[src/rtl/mbw_pkg.sv]
package mbw_pkg;
  localparam int BUF_W  = 4;
  localparam int IDX_W  = 3;
  localparam int PAGE_W = BUF_W + 1 + IDX_W;

  localparam logic ADDR_PAGE = 1'b0;
  localparam logic ADDR_WIN  = 1'b1;

  // field positions are decoded by the host: buffer, step inhibit, index
  typedef struct packed {
    logic [BUF_W-1:0] bnum;
    logic             hold;
    logic [IDX_W-1:0] idx;
  } page_t;
endpackage

[src/rtl/mbw_page_reg.sv]
module mbw_page_reg
  import mbw_pkg::*;
(
  input  logic  clk,
  input  logic  rst_n,
  input  logic  load,
  input  page_t load_val,
  input  logic  step,
  output page_t page
);
  always_ff @(posedge clk) begin
    if (!rst_n)
      page <= '0;
    else if (load)
      page <= load_val;
    else if (step && !page.hold)
      page.idx <= page.idx + IDX_W'(1);
  end
endmodule

[src/rtl/mbw_store.sv]
module mbw_store
  import mbw_pkg::*;
#(
  parameter int NBUF   = 15,
  parameter int DATA_W = 8
) (
  input  logic              clk,
  input  logic              wr,
  input  logic [BUF_W-1:0]  bsel,
  input  logic [IDX_W-1:0]  idx,
  input  logic [DATA_W-1:0] wdata,
  output logic [DATA_W-1:0] rdata
);
  localparam int NBYTE = 1 << IDX_W;
  localparam int DEPTH = NBUF * NBYTE;
  localparam int AW    = BUF_W + IDX_W;

  logic [DATA_W-1:0] mem [DEPTH];
  logic              hit;
  logic [AW-1:0]     waddr;

  assign waddr = {bsel, idx};

  generate
    if (NBUF < (1 << BUF_W)) begin : g_partial
      assign hit = (int'(bsel) < NBUF);
    end else begin : g_full
      assign hit = 1'b1;
    end
  endgenerate

  always_ff @(posedge clk) begin
    if (wr && hit)
      mem[waddr] <= wdata;
  end

  always_comb begin
    rdata = '0;
    if (hit)
      rdata = mem[waddr];
  end
endmodule

[src/rtl/mbw_rdmux.sv]
module mbw_rdmux
  import mbw_pkg::*;
#(
  parameter int DATA_W = 8
) (
  input  logic              clk,
  input  logic              rst_n,
  input  logic              rd_en,
  input  logic              sel_win,
  input  page_t             page,
  input  logic [DATA_W-1:0] win_byte,
  output logic [DATA_W-1:0] rdata
);
  always_ff @(posedge clk) begin
    if (!rst_n)
      rdata <= '0;
    else if (rd_en)
      rdata <= sel_win ? win_byte : DATA_W'(page);
  end
endmodule

[src/rtl/mbuf_window.sv]
module mbuf_window
  import mbw_pkg::*;
#(
  parameter int NBUF   = 15,
  parameter int DATA_W = 8
) (
  input  logic              clk,
  input  logic              rst_n,
  input  logic              addr,
  input  logic              we,
  input  logic [DATA_W-1:0] wdata,
  input  logic              re,
  output logic [DATA_W-1:0] rdata
);
  page_t             page_q;
  logic              win_sel;
  logic              win_acc;
  logic              rd_take;
  logic [DATA_W-1:0] win_byte;

  assign win_sel = (addr == ADDR_WIN);
  assign win_acc = win_sel && (we || re);
  assign rd_take = re && !we;

  mbw_page_reg u_page (
    .clk      (clk),
    .rst_n    (rst_n),
    .load     (we && !win_sel),
    .load_val (page_t'(wdata[PAGE_W-1:0])),
    .step     (win_acc),
    .page     (page_q)
  );

  mbw_store #(.NBUF(NBUF), .DATA_W(DATA_W)) u_store (
    .clk   (clk),
    .wr    (we && win_sel),
    .bsel  (page_q.bnum),
    .idx   (page_q.idx),
    .wdata (wdata),
    .rdata (win_byte)
  );

  mbw_rdmux #(.DATA_W(DATA_W)) u_rdmux (
    .clk      (clk),
    .rst_n    (rst_n),
    .rd_en    (rd_take),
    .sel_win  (win_sel),
    .page     (page_q),
    .win_byte (win_byte),
    .rdata    (rdata)
  );
endmodule

[config.mk]
export PLATFORM = sky130hd
export DESIGN_NAME = mbuf_window
export DESIGN_NICKNAME = d
export VERILOG_FILES = /design/src/rtl/mbw_pkg.sv /design/src/rtl/mbw_page_reg.sv /design/src/rtl/mbw_store.sv /design/src/rtl/mbw_rdmux.sv /design/src/rtl/mbuf_window.sv
export SDC_FILE = /design/constraint.sdc
export NUM_CORES = 1
export LEC_CHECK = 0
export BUFFER_PORTS_ARGS = -buffer_cell sky130_fd_sc_hd__buf_4
export CAP_MARGIN = 20
export CORE_MARGIN = 5
export CORE_UTILIZATION = 55
export CTS_CLUSTER_SIZE = 20
export DETAILED_ROUTE_END_ITERATION = 8
export PLACE_DENSITY = 0.72
export SYNTH_ARGS = -nofsm -noshare
export SYNTH_HDL_FRONTEND = slang
export SYNTH_SLANG_ARGS = --single-unit
[constraint.sdc]
create_clock -name clk -period 3.55 [get_ports clk]
set_input_delay 0.8875 -clock clk [delete_from_list [all_inputs] [get_ports clk]]
set_output_delay 0.8875 -clock clk [all_outputs]
set_load 0.03 [all_outputs]
==> results.yml <==
outcome:
  outcome: "completed"
pwr:
  cellPowerDensity_mw_per_mm2: 572
  power.ir.vdd_worst_mv: 0.408
  power_switching_uw: 5730
  leakagePower_uw: 0.0139
  clock_power_share_pct: 40.1
  register_share_of_total_power_pct: 51.2
  internal_power_uw: 19200
  switching_share_pct: 22.9
  power.share.combinational_pct: 8.7
route:
  vias: 23500
  route.final.wire_length_um: 109000
  top_signal_layer_used: "met5"
  route.antenna.remaining_nets: 0
  drc: 0
  met2RoutedLength_um: 50500
  wl_per_cell_um: 32.8
  detailedRoute.firstIterationViolations: 4112
  first_pass_iters: 6
  viasPerCell: 7.07
  detailroute.wirelength.met3_um: 13900
  detail_route.wirelength.met1_um: 38600
placement:
  placed_instances: 3143
  routabilityCongestion: 0.994
  detailedPlacementHpwl_um: 67500
  post_dp_cell_area_sq_mm: 0.0405
  buffer_ports.inserted: 20
logic_synthesis:
  cell_taking_the_most_area_after_synthesis: "edfxtp_1"
  ys_seq_elements: 976
  synth_cells: 2160
  synth_simple_gate_area_share_pct: 3.83
  async_set_or_reset_flop_fraction_in_the_synthesized_netlist_pct: 0
  yosys.area_share.adder_pct: 0.0330
  synth.lib_cells_used.distinct: 66
  synth_seq_area_share_pct: 76.9
  synth.top_cell.area_share_pct: 76.1
  netlist_area_sq_mm: 0.0379
  yosys-mux-area-fraction_pct: 6.89
  synth_nets: 2174
  synth_top_family_by_area: "compound AO/OA/AOI/OAI gates"
  synth_xor_area_share_pct: 0.0462
  number_of_flops_mapped_to_enable_cells_by_yosys: 960
  yosys_warnings: 0
  syn_area_per_cell_sq_um: 17.5
  synth_ff_type: "edfxtp_1"
  synth_area_leaders: "edfxtp_1, a221oi_1, mux4_2"
  synth_compound_area_share_pct: 10.2
worst_setup_path:
  timing_worst_setup_path_type: "reg -> reg"
  timing.critical_path.arrival_ns: 3.87
  crit_path_top_delay_cell: "dfxtp_4"
  required_ns: 4.08
  crit_path_max_fanout: 35
  path_cells: "nor2_4, buf_12, buf_4, a221oi_1, nor2_1, o311ai_0, nor4b_1, a21oi_1"
  cp_slowest_stage_delay_ns: 0.72
  end_kind: "flop"
  crit_path_start_kind: "flop"
grt:
  first_pass_grt_wire_length_um: 158000
  grtUsageTotal_pct: 29.1
  vias_in_the_first_global_route: 22900
  grt-ovfl-total: 0
  grt_max_degree: 102
  grt_antenna_before_repair: 6
floorplan:
  core-area_sq_mm: 0.0685
  dieHeight_um: 272
  initial_utilization_pct: 55.3
  floorplan.die_area_sq_mm: 0.0742
  dieWidth_um: 272
  num_rows: 96
  boundaryPins: 21
clock_network:
  tritoncts.num_buffers: 96
  worst_setup_hold_path_clk_slew_ns: 0.07
  cts_setup_buffers: 0
  cts_max_path_buffers: 3
  clk-insertion-delay-late_ns: 0.66
  total_clock_sinks: 976
  tritoncts: "yes"
  htree_levels: 3
  holdBufCountCts: 0
  clk_root_buffer_cell: "clkbuf_16"
  post_cts_resized: 0
cells_and_area:
  final_cell_mix: "edfxtp_1, buf_4, a221oi_1"
  final_core_utilization_pct: 63.7
  flow.area_growth_from_synthesis_pct: 15.1
  num-fill-cells: 4635
  final_cell_area_sq_mm: 0.0436
  most_common_library_cell_in_the_layout_ignoring_fill_and_taps: "edfxtp_1"
  stdcell_count: 3320
  drive_above_1_share_pct: 21.4
  num-nets-final: 2373
worst_hold_path:
  worst_min_delay_path_class: "reg -> reg"
sta:
  max_freq_mhz: 300
  relSlewSlack_pct: 25.5
  post-route-min-period_ns: 3.34
  final_min_period_over_clock_period_pct: 94.0
  timing.setup.tns_ns: 0
  setup_viol: 0
  worst_setup_skew_after_layout_ns: 0.0262
  hold_violations: 0
  timing_worst_slew_pin_value_ns: 1.12
  rsz0062_at_grt: "no"
  maxSlewViolCount: 0
run:
  max_cap_viol_count: 0
cell type report:
type	instances	area [sq um]	share of cell area [%]
diodes	4	10.0	0.0230
clock buffers	117	2540	5.84
clock inverters	56	531	1.22
inverters	8	30.0	0.0689
multi-input cells	1015	8020	18.4
flip-flops and latches	976	29200	66.9
well taps	882	1100	2.53
repair buffers	262	2220	5.08
power groups by stage:
stage	Combinational (uW)	Clock, uW	Sequential [uW]
after CTS	2130	10100	12800
after detailed placement	2120	0	13000
after floorplan	1150	0	13000
final	2180	10000	12800
after global routing	2250	10600	12800
after global placement	2090	0	13000
routing by layer:
| layer | global-route usage (%) | up-vias |
|---|---|---|
| met3 | 7.59 | 415 |
| li1 | - | 9348 |
| met5 | 0 | - |
| met1 | 39.6 | 11700 |
| met4 | 12.8 | 6 |
| met2 | 45.0 | 1961 |
registers in the layout, summed over array words and instances, names as in the netlist:
name           cells
u_page.page        8
u_rdmux.rdata      8
u_store.mem      960
cell usage after synthesis, types with 10 or more instances:
cell type	n
clkbuf_1	74
mux4_2	66
dfxtp_1	16
a221oi_1	205
nor2_1	200
o221ai_1	16
a22oi_1	56
buf_2	58
nor2b_1	10
a21oi_1	32
nand2_1	70
nor3_1	17
nand3_1	16
a22o_1	12
o22a_1	17
edfxtp_1	960
buf_1	16
o22ai_1	28
mux2_2	45
mux2i_1	57
o21ai_0	38
metrics by stage:
| stage | worst slack, ns | hold WS [ns] | total power [uW] |
|---|---|---|---|
| floorplan | 0.551 | 0.444 | 14100 |
| global placement | 0.229 | 0.454 | 15100 |
| detailed placement | 0.267 | 0.471 | 15100 |
| CTS | 0.246 | 0.476 | 25000 |
| global route | 0.176 | 0.517 | 25600 |
| finish | 0.212 | 0.481 | 25000 |
logic make-up after synthesis:
| logic type | after synthesis |
|---|---|
| AO/OA/AOI/OAI | 495 |
| XOR/XNOR | 2 |
| adder cells (fa/ha/maj) | 1 |
| buffers and inverters | 169 |
| flip-flops | 976 |
| multiplexers | 172 |
| AND/OR/NAND/NOR | 345 |
final timing paths:
check / startpoint / to / slack, ns / cells past startpoint
worst max-delay path: u_page.page[0] / u_rdmux.rdata[0] / 0.21 / 8
worst min-delay path: u_page.page[3] / u_page.page[3] / 0.48 / 2
worst max register to register: u_page.page[0] / u_rdmux.rdata[0] / 0.21 / 8
worst min register to register: u_page.page[3] / u_page.page[3] / 0.48 / 2
critical path: cells and delay by family, from the launching register on:
kind                   cells  cell delay, ns
and+or+nand+nor            3            0.85
DFF                        1            0.72
buffers and inverters      2            0.46
AOI/OAI and AO/OA          3            1.11
No activity file was read; power rests on OpenSTA's default activity.
